<file path="config.mk">
export PLATFORM = sky130hd
export DESIGN_NAME = msi_cap_regs
export DESIGN_NICKNAME = d
export VERILOG_FILES = /design/src/rtl/msi_cap_pkg.sv /design/src/rtl/msi_cap_decode.sv /design/src/rtl/msi_cap_ctrl.sv /design/src/rtl/msi_cap_addr.sv /design/src/rtl/msi_cap_vec.sv /design/src/rtl/msi_cap_regs.sv
export SDC_FILE = /design/constraint.sdc
export NUM_CORES = 1
export LEC_CHECK = 0
export BUFFER_PORTS_ARGS = -buffer_cell sky130_fd_sc_hd__clkbuf_2
export CORE_ASPECT_RATIO = 0.6
export CORE_MARGIN = 2
export CORE_UTILIZATION = 45
export CTS_CLUSTER_DIAMETER = 120
export CTS_CLUSTER_SIZE = 14
export DETAILED_ROUTE_END_ITERATION = 7
export PLACE_DENSITY = 0.84
export SETUP_SLACK_MARGIN = 0.4
export SLEW_MARGIN = 0
export SYNTH_ARGS = -nofsm -noshare
export SYNTH_HDL_FRONTEND = slang
export SYNTH_HIERARCHICAL = 1
export SYNTH_SLANG_ARGS = --single-unit
export TNS_END_PERCENT = 50
</file>
<file path="constraint.sdc">
create_clock -name clk -period 6.2 [get_ports clk]
set_clock_uncertainty 0.1 [all_clocks]
set_input_delay 0.93 -clock clk [delete_from_list [all_inputs] [get_ports clk]]
set_output_delay 0.93 -clock clk [all_outputs]
set_load 0.02 [all_outputs]
</file>
<file path="src/rtl/msi_cap_pkg.sv">
// Package: constants, layout slots and helper functions shared by the
// MSI capability block. Assumes dword-aligned capability placement.
package msi_cap_pkg;

    localparam logic [7:0] MSI_CAP_ID = 8'h05;
    localparam int         VEC_MAX    = 32;

    // Control word bit positions within the header dword
    localparam int CTL_EN  = 16;
    localparam int CTL_MME = 20;

    // Which register a capability-relative dword selects
    typedef enum logic [2:0] {
        SLOT_HDR,
        SLOT_ALO,
        SLOT_AHI,
        SLOT_DATA,
        SLOT_MASK,
        SLOT_PEND,
        SLOT_NONE
    } slot_e;

    // Capability length in bytes for each layout variant
    function automatic logic [7:0] cap_len(input logic is64, input logic pvm);
        case ({pvm, is64})
            2'b00:   return 8'h0A;
            2'b01:   return 8'h0E;
            2'b10:   return 8'h14;
            default: return 8'h18;
        endcase
    endfunction

    // Map a capability-relative dword index to its register
    function automatic slot_e slot_for(input logic [2:0] dw, input logic is64,
                                       input logic pvm);
        case (dw)
            3'd0:    return SLOT_HDR;
            3'd1:    return SLOT_ALO;
            3'd2:    return is64 ? SLOT_AHI : SLOT_DATA;
            3'd3:    return is64 ? SLOT_DATA : (pvm ? SLOT_MASK : SLOT_NONE);
            3'd4:    return pvm ? (is64 ? SLOT_MASK : SLOT_PEND) : SLOT_NONE;
            3'd5:    return (pvm && is64) ? SLOT_PEND : SLOT_NONE;
            default: return SLOT_NONE;
        endcase
    endfunction

    // Bit vector with the low 2^lg bits set (lg saturates at 5)
    function automatic logic [31:0] vec_bits(input logic [2:0] lg);
        logic [2:0] l;
        logic [5:0] n;
        l = (lg > 3'd5) ? 3'd5 : lg;
        n = 6'd1 << l;
        return 32'hFFFF_FFFF >> (6'd32 - n);
    endfunction

endpackage

</file>
<file path="src/rtl/msi_cap_decode.sv">
// Address decode: finds which capability register a dword address hits and
// which byte lanes fall inside the capability's byte range.
// Assumes CAP_PTR is dword aligned and the structure fits the address space.
module msi_cap_decode
    import msi_cap_pkg::*;
#(
    parameter int         ADDR_W   = 6,
    parameter logic [7:0] CAP_PTR  = 8'h50,
    parameter bit         IS_64    = 1'b1,
    parameter bit         HAS_MASK = 1'b1
) (
    input  logic [ADDR_W-1:0] cfg_addr,
    input  logic [3:0]        cfg_be,
    output slot_e             slot,
    output logic [3:0]        lane_in,
    output logic [3:0]        lane_hit
);

    localparam int BASE    = int'(CAP_PTR);
    localparam int LEN     = int'(cap_len(IS_64, HAS_MASK));
    localparam int BASE_DW = BASE / 4;

    int rel_dw;

    // Select the register addressed by the capability-relative dword
    always_comb begin
        rel_dw = int'(cfg_addr) - BASE_DW;
        if (rel_dw >= 0 && rel_dw < 8)
            slot = slot_for(3'(rel_dw), IS_64, HAS_MASK);
        else
            slot = SLOT_NONE;
    end

    // Per-lane range test against the capability's byte span
    for (genvar l = 0; l < 4; l++) begin : g_lane
        logic [ADDR_W+1:0] byte_addr;
        assign byte_addr  = {cfg_addr, 2'(l)};
        assign lane_in[l] = (int'(byte_addr) >= BASE) && (int'(byte_addr) < BASE + LEN);
    end

    assign lane_hit = lane_in & cfg_be;

endmodule

</file>
<file path="src/rtl/msi_cap_ctrl.sv">
// Control state: enable bit and enabled vector count, with the clamp of an
// over-large count applied on any capability write that leaves MSI enabled.
// Assumes ctl_byte is byte 2 of the header dword (bits 23:16).
module msi_cap_ctrl #(
    parameter int MMC_LOG2 = 3
) (
    input  logic       clk,
    input  logic       rst_n,
    input  logic       wr_ctl,
    input  logic [7:0] ctl_byte,
    input  logic       cap_wr,
    output logic       en_q,
    output logic [2:0] mme_q,
    output logic       en_d,
    output logic [2:0] mme_d
);

    localparam logic [2:0] MMC = 3'(MMC_LOG2);

    // Next-state of enable and count, including the clamp
    always_comb begin
        en_d  = en_q;
        mme_d = mme_q;
        if (wr_ctl) begin
            en_d  = ctl_byte[0];
            mme_d = ctl_byte[6:4];
        end
        if (cap_wr && en_d && (mme_d > MMC))
            mme_d = MMC;
    end

    // Control register with synchronous reset
    always_ff @(posedge clk) begin
        if (!rst_n) begin
            en_q  <= 1'b0;
            mme_q <= 3'd0;
        end else begin
            en_q  <= en_d;
            mme_q <= mme_d;
        end
    end

endmodule

</file>
<file path="src/rtl/msi_cap_addr.sv">
// Message address and data registers with byte-lane writes. Address bits
// [1:0] are forced to zero; the high word exists only in the 64-bit layout.
module msi_cap_addr #(
    parameter bit IS_64 = 1'b1
) (
    input  logic        clk,
    input  logic        rst_n,
    input  logic        wr_lo,
    input  logic        wr_hi,
    input  logic        wr_data,
    input  logic [3:0]  lanes,
    input  logic [31:0] wdata,
    output logic [31:0] addr_lo,
    output logic [31:0] addr_hi,
    output logic [15:0] data
);

    // Low address word, byte writable, bits [1:0] held at zero
    always_ff @(posedge clk) begin
        if (!rst_n) begin
            addr_lo <= '0;
        end else if (wr_lo) begin
            for (int b = 0; b < 4; b++)
                if (lanes[b]) addr_lo[8*b +: 8] <= wdata[8*b +: 8];
            addr_lo[1:0] <= 2'b00;
        end
    end

    // Message data, lanes 0 and 1 only
    always_ff @(posedge clk) begin
        if (!rst_n) begin
            data <= '0;
        end else if (wr_data) begin
            for (int b = 0; b < 2; b++)
                if (lanes[b]) data[8*b +: 8] <= wdata[8*b +: 8];
        end
    end

    if (IS_64) begin : g_hi
        // High address word, fully writable
        always_ff @(posedge clk) begin
            if (!rst_n) begin
                addr_hi <= '0;
            end else if (wr_hi) begin
                for (int b = 0; b < 4; b++)
                    if (lanes[b]) addr_hi[8*b +: 8] <= wdata[8*b +: 8];
            end
        end
    end else begin : g_no_hi
        assign addr_hi = '0;
    end

endmodule

</file>
<file path="src/rtl/msi_cap_vec.sv">
// Per-vector mask and pending words. Only vectors below the capable count
// are stored. Pending is set/cleared by the message generator and trimmed
// to the enabled count when an enabling capability write lands.
module msi_cap_vec
    import msi_cap_pkg::*;
#(
    parameter bit HAS_MASK = 1'b1,
    parameter int MMC_LOG2 = 3
) (
    input  logic        clk,
    input  logic        rst_n,
    input  logic        wr_mask,
    input  logic [3:0]  lanes,
    input  logic [31:0] wdata,
    input  logic [31:0] pend_set,
    input  logic [31:0] pend_clr,
    input  logic        trim,
    input  logic [2:0]  mme_d,
    output logic [31:0] mask_q,
    output logic [31:0] pend_q
);

    if (HAS_MASK) begin : g_mask
        localparam logic [31:0] CAP_BITS = vec_bits(3'(MMC_LOG2));

        logic [31:0] mask_d;
        logic [31:0] pend_d;

        // Mask next-state: byte-lane write limited to capable vectors
        always_comb begin
            mask_d = mask_q;
            if (wr_mask)
                for (int b = 0; b < 4; b++)
                    if (lanes[b]) mask_d[8*b +: 8] = wdata[8*b +: 8] & CAP_BITS[8*b +: 8];
        end

        // Pending next-state: set, then clear, then trim on enabling write
        always_comb begin
            pend_d = (pend_q | (pend_set & CAP_BITS)) & ~pend_clr;
            if (trim)
                pend_d = pend_d & vec_bits(mme_d);
        end

        // Mask and pending registers
        always_ff @(posedge clk) begin
            if (!rst_n) begin
                mask_q <= '0;
                pend_q <= '0;
            end else begin
                mask_q <= mask_d;
                pend_q <= pend_d;
            end
        end
    end else begin : g_no_mask
        assign mask_q = '0;
        assign pend_q = '0;
    end

endmodule

</file>
<file path="src/rtl/msi_cap_regs.sv">
// MSI capability register block top: decodes config accesses, owns the
// read mux, gates INTx while MSI is on and emits the update strobe.
// Assumes CAP_PTR is dword aligned and MMC_LOG2 is 0..5.
module msi_cap_regs
    import msi_cap_pkg::*;
#(
    parameter int         ADDR_W   = 6,
    parameter logic [7:0] CAP_PTR  = 8'h50,
    parameter logic [7:0] NEXT_PTR = 8'h60,
    parameter bit         IS_64    = 1'b1,
    parameter bit         HAS_MASK = 1'b1,
    parameter int         MMC_LOG2 = 3
) (
    input  logic              clk,
    input  logic              rst_n,
    input  logic              cfg_wr,
    input  logic              cfg_rd,
    input  logic [ADDR_W-1:0] cfg_addr,
    input  logic [3:0]        cfg_be,
    input  logic [31:0]       cfg_wdata,
    output logic [31:0]       cfg_rdata,
    output logic              cfg_rvalid,
    input  logic [31:0]       pend_set,
    input  logic [31:0]       pend_clr,
    input  logic              intx_in,
    output logic              intx_out,
    output logic              msi_enable,
    output logic [2:0]        msi_mme,
    output logic [63:0]       msi_addr,
    output logic [15:0]       msi_data,
    output logic [31:0]       msi_mask,
    output logic [31:0]       msi_pending,
    output logic              cfg_updated
);

    slot_e       slot;
    logic [3:0]  lane_in;
    logic [3:0]  lane_hit;
    logic [3:0]  wr_lanes;
    logic        cap_wr;
    logic        en_q, en_d;
    logic [2:0]  mme_q, mme_d;
    logic [31:0] addr_lo, addr_hi;
    logic [15:0] data_q;
    logic [31:0] mask_q, pend_q;
    logic [15:0] ctl_word;
    logic [31:0] rd_word;
    logic [31:0] rd_masked;
    logic [31:0] rdata_q;
    logic        rvalid_q;
    logic        upd_q;

    msi_cap_decode #(
        .ADDR_W(ADDR_W), .CAP_PTR(CAP_PTR), .IS_64(IS_64), .HAS_MASK(HAS_MASK)
    ) u_dec (
        .cfg_addr(cfg_addr), .cfg_be(cfg_be),
        .slot(slot), .lane_in(lane_in), .lane_hit(lane_hit)
    );

    assign wr_lanes = cfg_wr ? lane_hit : 4'b0000;
    assign cap_wr   = |wr_lanes;

    msi_cap_ctrl #(.MMC_LOG2(MMC_LOG2)) u_ctrl (
        .clk(clk), .rst_n(rst_n),
        .wr_ctl(wr_lanes[2] && slot == SLOT_HDR),
        .ctl_byte(cfg_wdata[CTL_EN +: 8]),
        .cap_wr(cap_wr),
        .en_q(en_q), .mme_q(mme_q), .en_d(en_d), .mme_d(mme_d)
    );

    msi_cap_addr #(.IS_64(IS_64)) u_addr (
        .clk(clk), .rst_n(rst_n),
        .wr_lo(cap_wr && slot == SLOT_ALO),
        .wr_hi(cap_wr && slot == SLOT_AHI),
        .wr_data(cap_wr && slot == SLOT_DATA),
        .lanes(wr_lanes), .wdata(cfg_wdata),
        .addr_lo(addr_lo), .addr_hi(addr_hi), .data(data_q)
    );

    msi_cap_vec #(.HAS_MASK(HAS_MASK), .MMC_LOG2(MMC_LOG2)) u_vec (
        .clk(clk), .rst_n(rst_n),
        .wr_mask(cap_wr && slot == SLOT_MASK),
        .lanes(wr_lanes), .wdata(cfg_wdata),
        .pend_set(pend_set), .pend_clr(pend_clr),
        .trim(cap_wr && en_d), .mme_d(mme_d),
        .mask_q(mask_q), .pend_q(pend_q)
    );

    assign ctl_word = {7'b0, HAS_MASK, IS_64, mme_q, 3'(MMC_LOG2), en_q};

    // Read mux by register slot, bytes outside the capability forced to zero
    always_comb begin
        case (slot)
            SLOT_HDR:  rd_word = {ctl_word, NEXT_PTR, MSI_CAP_ID};
            SLOT_ALO:  rd_word = addr_lo;
            SLOT_AHI:  rd_word = addr_hi;
            SLOT_DATA: rd_word = {16'h0000, data_q};
            SLOT_MASK: rd_word = mask_q;
            SLOT_PEND: rd_word = pend_q;
            default:   rd_word = '0;
        endcase
        for (int b = 0; b < 4; b++)
            rd_masked[8*b +: 8] = lane_in[b] ? rd_word[8*b +: 8] : 8'h00;
    end

    // Registered read return and update strobe
    always_ff @(posedge clk) begin
        if (!rst_n) begin
            rdata_q  <= '0;
            rvalid_q <= 1'b0;
            upd_q    <= 1'b0;
        end else begin
            rvalid_q <= cfg_rd;
            upd_q    <= cap_wr;
            if (cfg_rd) rdata_q <= rd_masked;
        end
    end

    assign cfg_rdata   = rdata_q;
    assign cfg_rvalid  = rvalid_q;
    assign cfg_updated = upd_q;
    assign intx_out    = intx_in & ~en_q;
    assign msi_enable  = en_q;
    assign msi_mme     = mme_q;
    assign msi_addr    = {addr_hi, addr_lo};
    assign msi_data    = data_q;
    assign msi_mask    = mask_q;
    assign msi_pending = pend_q;

endmodule

</file>
# After elaboration in Yosys (flattened, before gate mapping)

Cells that the tools add are included.

Add/subtract/negate cells: 2
Order comparisons: 12
Equal/unequal tests: 10
Shifts and indexed selects: 2
Multiplexer cells: 13
Bitwise operators: 7
Reductions and logical operators: 26

Operators with widths:

| kind                                                                | count |
|---|---|
| case mux 32 bit (6 select lines)                                    | 1 |
| bitwise AND 32 bit                                                  | 2 |
| greater-or-equal comparator 32 x 1 -> 1 bit (second input constant) | 1 |
| greater-or-equal comparator 8 x 7 -> 1 bit (second input constant)  | 4 |
| less-than comparator 32 x 5 -> 1 bit (second input constant)        | 1 |
| less-than comparator 8 x 7 -> 1 bit (second input constant)         | 4 |
| 2-to-1 mux 32 bit                                                   | 1 |
| 2-to-1 mux 8 bit                                                    | 4 |
| NOT 32 bit                                                          | 1 |
| bitwise OR 32 x 8 -> 32 bit                                         | 1 |
| right shift 32 x 6 -> 32 bit (first input constant)                 | 1 |
| AND reduction 2 bit                                                 | 11 |
| case mux 3 bit (6 select lines)                                     | 1 |
| == test 3 x 2 -> 1 bit (second input constant)                      | 4 |
| == test 3 bit (second input constant)                               | 4 |
| logical AND 1 bit                                                   | 12 |
| 2-to-1 mux 3 bit                                                    | 4 |
| subtractor 6 x 5 -> 7 bit (second input constant)                   | 1 |
| == test 3 x 1 -> 1 bit (second input constant)                      | 2 |
| zero test 3 bit                                                     | 2 |
| << shifter 1 x 3 -> 6 bit (first input constant)                    | 1 |
| subtractor 6 bit (first input constant)                             | 1 |
| bitwise AND 4 bit                                                   | 1 |
| 2-to-1 mux 4 bit                                                    | 1 |
| 6 further kinds                                                     | 6 |

Flip-flop bits (word level): 156

# Longest topological paths before layout

Depth in word-level cells: 17
Depth in mapped cells: 20
Gate-level depth less buffers: 16

# Cells and area by module

The synthesis kept the hierarchy.

Modules (own cells, without submodules):

| module         | times used | cells an instance | area each (sq um) | sequential area each (sq um) |
|---|---|---|---|---|
| msi_cap_addr   | 1          | 326               | 3010.4            | 1561.5 |
| msi_cap_regs   | 1          | 319               | 2645.0            | 680.7 |
| msi_cap_vec    | 1          | 192               | 1783.0            | 800.8 |
| msi_cap_ctrl   | 1          | 21                | 203.9             | 80.1 |
| msi_cap_decode | 1          | 27                | 200.2             | 0.0 |

# Least setup slack after synthesis

No wires, ideal clock.

Path type: input port to flip-flop
Start: input cfg_addr[2]
End: register u_vec.pend_q[7]
Setup time: 141 ps
Data arrival time: 4240 ps
Slack: 1719 ps
Stages on the path: 18
Path through: inv_1 ha_1 nand2b_1 o31ai_1 o2111a_1 buf_6 buf_6 buf_2 nor2_1 and3_1 buf_6 mux2i_1 nand3_1 or3_2 ha_1 nand2b_1 mux2i_1 a211oi_1

Longest elaborated chain between the ends: 17
Elaborated cells on any way between the ends: 42
Those cells by class: add/sub: 2; order compare: 12; eq/ne: 5; shift: 2; mux: 8; bitwise: 2; reduce/logical: 11

RTL lines:

| what                                                                 | line                                    | text |
|---|---|---|
| start: declaration                                                   | msi_cap_regs.sv:18                      | `input logic [ADDR_W-1:0] cfg_addr,` |
| subtractor 6 x 5 -> 7 bit (*)                                        | msi_cap_decode.sv:27                    | `rel_dw = int'(cfg_addr) - BASE_DW;` |
| greater-or-equal comparator 32 x 1 -> 1 bit (tied with other cells)  | msi_cap_decode.sv:28                    | `if (rel_dw >= 0 && rel_dw < 8)` |
| logical AND 1 bit or case mux 3 bit (6 select lines) (tied branches) | msi_cap_decode.sv:28, msi_cap_pkg.sv:36 |  |
| 2-to-1 mux 3 bit (*)                                                 | msi_cap_decode.sv:28                    |  |
| net slot[0]                                                          | msi_cap_regs.sv:36                      | `slot_e slot;` |
| zero test 3 bit (*)                                                  | msi_cap_regs.sv:65                      | `.wr_ctl(wr_lanes[2] && slot == SLOT_HDR),` |
| logical AND 1 bit (*)                                                | msi_cap_regs.sv:65                      |  |
| 2-to-1 mux 3 bit or 2-to-1 mux 1 bit (tied branches)                 | msi_cap_ctrl.sv:24                      | `if (wr_ctl) begin` |
| [... 3 more ...]                                                     | n/a                                     |  |
| net mme_d[0]                                                         | msi_cap_regs.sv:42                      | `logic [2:0] mme_q, mme_d;` |
| greater-than comparator 3 bit                                        | msi_cap_pkg.sv:51                       | `l = (lg > 3'd5) ? 3'd5 : lg;` |
| 2-to-1 mux 3 bit (*)                                                 | msi_cap_pkg.sv:51                       |  |
| << shifter 1 x 3 -> 6 bit (*)                                        | msi_cap_pkg.sv:52                       | `n = 6'd1 << l;` |
| subtractor 6 bit (*)                                                 | msi_cap_pkg.sv:53                       | `return 32'hFFFF_FFFF >> (6'd32 - n);` |
| right shift 32 x 6 -> 32 bit (*)                                     | msi_cap_pkg.sv:53                       |  |
| bitwise AND 32 bit (*)                                               | msi_cap_vec.sv:41                       | `pend_d = pend_d & vec_bits(mme_d);` |
| 2-to-1 mux 32 bit (*)                                                | msi_cap_vec.sv:40                       | `if (trim)` |
| end signal: assignment                                               | msi_cap_vec.sv:51                       | `pend_q <= pend_d;` |
| end: declaration                                                     | msi_cap_vec.sv:20                       | `output logic [31:0] pend_q` |

The timed path passes the listed nets; every way through them passes the cells marked *.
A chain may end at the register's enable or synchronous reset.

# Worst setup path after layout

Start: input cfg_addr[2]
End: register u_vec.pend_q[28]

Elaborated cells on any way between the ends: 42
Those cells by class: add/sub: 2; order compare: 12; eq/ne: 5; shift: 2; mux: 8; bitwise: 2; reduce/logical: 11

RTL lines:

| what                                                                                              | line                 | text |
|---|---|---|
| greater-or-equal comparator 8 x 7 -> 1 bit or less-than comparator 8 x 7 -> 1 bit (tied branches) | msi_cap_decode.sv:38 | `assign lane_in[l] = (int'(byte_addr) >= BASE) && (int'(byte_addr) < BASE + LEN);` |
| logical AND 1 bit (*)                                                                             | msi_cap_decode.sv:38 |  |
| net lane_in[1]                                                                                    | msi_cap_regs.sv:37   | `logic [3:0] lane_in;` |
| bitwise AND 4 bit (*)                                                                             | msi_cap_decode.sv:41 | `assign lane_hit = lane_in & cfg_be;` |
| 2-to-1 mux 4 bit (*)                                                                              | msi_cap_regs.sv:60   | `assign wr_lanes = cfg_wr ? lane_hit : 4'b0000;` |
| OR reduction 4 bit (*)                                                                            | msi_cap_regs.sv:61   | `assign cap_wr = \|wr_lanes;` |
| net cap_wr                                                                                        | msi_cap_regs.sv:40   | `logic cap_wr;` |
| logical AND 1 bit (*) (2 in series)                                                               | msi_cap_ctrl.sv:28   | `if (cap_wr && en_d && (mme_d > MMC))` |
| 2-to-1 mux 3 bit (*)                                                                              | msi_cap_ctrl.sv:28   |  |
| net mme_d[0]                                                                                      | msi_cap_regs.sv:42   |  |
| greater-than comparator 3 bit                                                                     | msi_cap_pkg.sv:51    |  |
| 2-to-1 mux 3 bit (*)                                                                              | msi_cap_pkg.sv:51    |  |
| << shifter 1 x 3 -> 6 bit (*)                                                                     | msi_cap_pkg.sv:52    |  |
| subtractor 6 bit (*)                                                                              | msi_cap_pkg.sv:53    |  |
| right shift 32 x 6 -> 32 bit (*)                                                                  | msi_cap_pkg.sv:53    |  |
| bitwise AND 32 bit (*)                                                                            | msi_cap_vec.sv:41    |  |
| 2-to-1 mux 32 bit (*)                                                                             | msi_cap_vec.sv:40    |  |

Marks and branches as above.

==> out/results.tsv <==
metric	value	unit
hold_path.class	flip-flop to flip-flop	
cp_data_required_time	6.35	ns
htree_levels	4	
grt_pass1_wl	39600	um
cap_violations	0	
first_global_vias	6870	
cts_setup_buffers	0	
yosysUniqueCellTypes	66	
antenna_cells	0	
vias	7386	
antenna_found_initial	0	
synthArstFlopShare	0	%
root_buffer	clkbuf_16	
max_freq	206	MHz
preCtsSetupSlack	0.946	ns
fin_crit_sh	78.5	%
critPathKind	input pin to flip-flop	
drc	0	
power.leakage	4.31	nW
yosysTopAreaCellShare	39.8	%
crit_path_max_fanout	10	
wl_per_cell	19.5	um
clk_path_buf_depth	2	
dp_cells	1308	
peakVddDrop	0.159	mV
synth_top_area_cell	dfxtp_1	
hold_violations	0	
finalWeightedCongestion	0.919	
tns	0	ns
critPathArrivalTime	5.02	ns
synth-seq-area-share	39.8	%
die-area	0.0185	mm^2
synthTopCellsByCount	dfxtp_1, nand2_1, mux2i_1	
p_per_area	234	mW/mm^2
place_hpwl	19800	um
pin_count	294	
synth.avg_cell_area	8.86	um^2
rsz0062_at_grt	false	
synth_edf_count	0	
netlist_area	0.00784	mm^2
grt_use_total	27.5	%
setup_viol	0	
routed_wl	26100	um
die_y	106	um
synth-seq-cells	156	
cts_sinks	156	
area_growth	21.5	%
ant_nets	0	
worst_slew_pin_slew	0.980	ns
drive_gt1_share	29.7	%
core_area	0.0171	mm^2
yosys_warnings	6	
grt.overflow.total	0	
end_kind	flip-flop	
slew_headroom	34.3	%
die_x	174	um
port_buffers	243	
finalCriticalPeriod	4.86	ns
clk-insertion-delay-late	0.41	ns
nNetsFinal	1212	
drt_iter0_drc	862	
cts_tree	built	
cp_slowest_cell	o41ai_2	
final.setup.worst_slack	1.34	ns
synthTopCellsByArea	dfxtp_1, mux2i_1, nand2_1	
synth_ff_type	dfxtp_1	
crit_chain	clkbuf_2 -> inv_1 -> ha_1 -> nand2b_1 -> nor2_1 -> buf_4 -> and2_1 -> o41ai_2 -> inv_2 -> nand4b_1 -> nand3_1 -> nor2_1 -> nand2_1 -> ha_1 -> nor2b_1 -> o21ai_1 -> nor3b_1	
path_delay_family	compound AO/OA/AOI/OAI gates	
post_cts_resized	0	
syn-instance-count	885	
stdcell_count	1340	
path_buf_inv	4	
maxSlewViolCount	0	
status	complete, no violations	
max_stage_delay	0.87	ns
cts_hold_buf	0	
cts.clk_slew.worst_paths	0.07	ns
start_util	45.9	%
drt_pre_antenna_iters	8	
grt_max_degree	71	
vias_per_cell	5.51	
cts_inserted_buffers	17	
startpoint_type	input pin	
synth.most_common_cell	dfxtp_1	
placementRows	37	
## worst min-delay path: cells and delay by family (launching register included)
kind             cells  cell delay (ns)
AND/OR/NAND/NOR      1             0.06
flip-flops           1             0.32
AO/OA/AOI/OAI        1             0.05
## path summary, 6_finish.rpt
kind,start,to,slack (ns),cells past startpoint
worst max-delay path,cfg_addr[2],u_vec/pend_q[28],1.34,17
worst min-delay path,u_addr/addr_hi[23],u_addr/addr_hi[23],0.37,2
worst max register to register,u_ctrl/en_q,u_vec/pend_q[2],3.50,8
worst min register to register,u_addr/addr_hi[23],u_addr/addr_hi[23],0.37,2
## layout by cell type (no fill, tap or decap), drive strengths merged, types with 5 or more instances in the layout
| cell | n |
|---|---|
| clkbuf | 260 |
| and2 | 22 |
| nand3 | 19 |
| a21boi | 10 |
| nand4 | 37 |
| mux2i | 79 |
| dfxtp | 156 |
| nand2b | 30 |
| o211ai | 5 |
| nor2 | 42 |
| nor3 | 14 |
| a211o | 7 |
| nand2 | 122 |
| o21ai | 56 |
| a21oi | 46 |
| a22oi | 7 |
| conb | 26 |
| mux2 | 14 |
| a211oi | 15 |
| nor2b | 16 |
| nor3b | 19 |
| inv | 33 |
| buf | 12 |
| ha | 8 |
| a221o | 7 |
## flip-flops by register name, indices dropped and copies added, names as in the netlist
register / flops
cfg_updated: 1
u_addr/addr_lo: 30
cfg_rvalid: 1
u_ctrl/mme_q: 3
u_vec/pend_q: 32
u_vec/mask_q: 8
u_addr/addr_hi: 32
u_addr/data: 16
u_ctrl/en_q: 1
cfg_rdata: 32
## metrics by stage
step	hold slack [ns]	total power (W)	area, um^2	util, %
6_report	0.370	0.00223	9530	55.8
5_1_grt	0.387	0.00230	9530	55.8
4_1_cts	0.368	0.00223	9530	55.8
3_5_place_dp	0.354	0.00119	8940	52.3
3_3_place_gp	0.347	0.00119	8940	52.3
2_1_floorplan	0.425	0.00115	7930	-
## kinds of logic after synthesis
| logic type | synth area share [%] |
|---|---|
| buffers and inverters | 9.03 |
| AOI/OAI and AO/OA | 15.6 |
| DFF | 39.8 |
| and+or+nand+nor | 21.5 |
| muxes | 12.6 |
| adders and majority gates | 1.28 |
| other | 0.0958 |
| xor gates and xnor gates | 0.112 |
## area by class of cell
cell class | instances | area, um^2
Timing Repair Buffer | 254 | 1300
Clock buffer | 18 | 439
Multi-Input combinational cell | 639 | 4130
Sequential cell | 156 | 3120
Clock inverter | 14 | 148
Tap cell | 234 | 293
Inverter | 25 | 93.8
Fill cell | 1604 | 7560
## metal layers
layer  share of wire (%)  vias up  global-route usage, %
li1                    -     3503                      -
met1                  48     3493                   39.9
met2                  42      370                   40.8
met3                 9.1       20                   7.30
met4                0.93        0                   6.00
met5                   0        -                      0
## where the power goes
| part | leakage, nW | switching, W | internal [W] |
|---|---|---|---|
| sequential | 1.26 | 0.00000459 | 0.00100 |
| clock | 0.287 | 0.000468 | 0.000580 |
| combinational | 2.76 | 0.000114 | 0.0000538 |
Power figures use the tool's default switching activity.
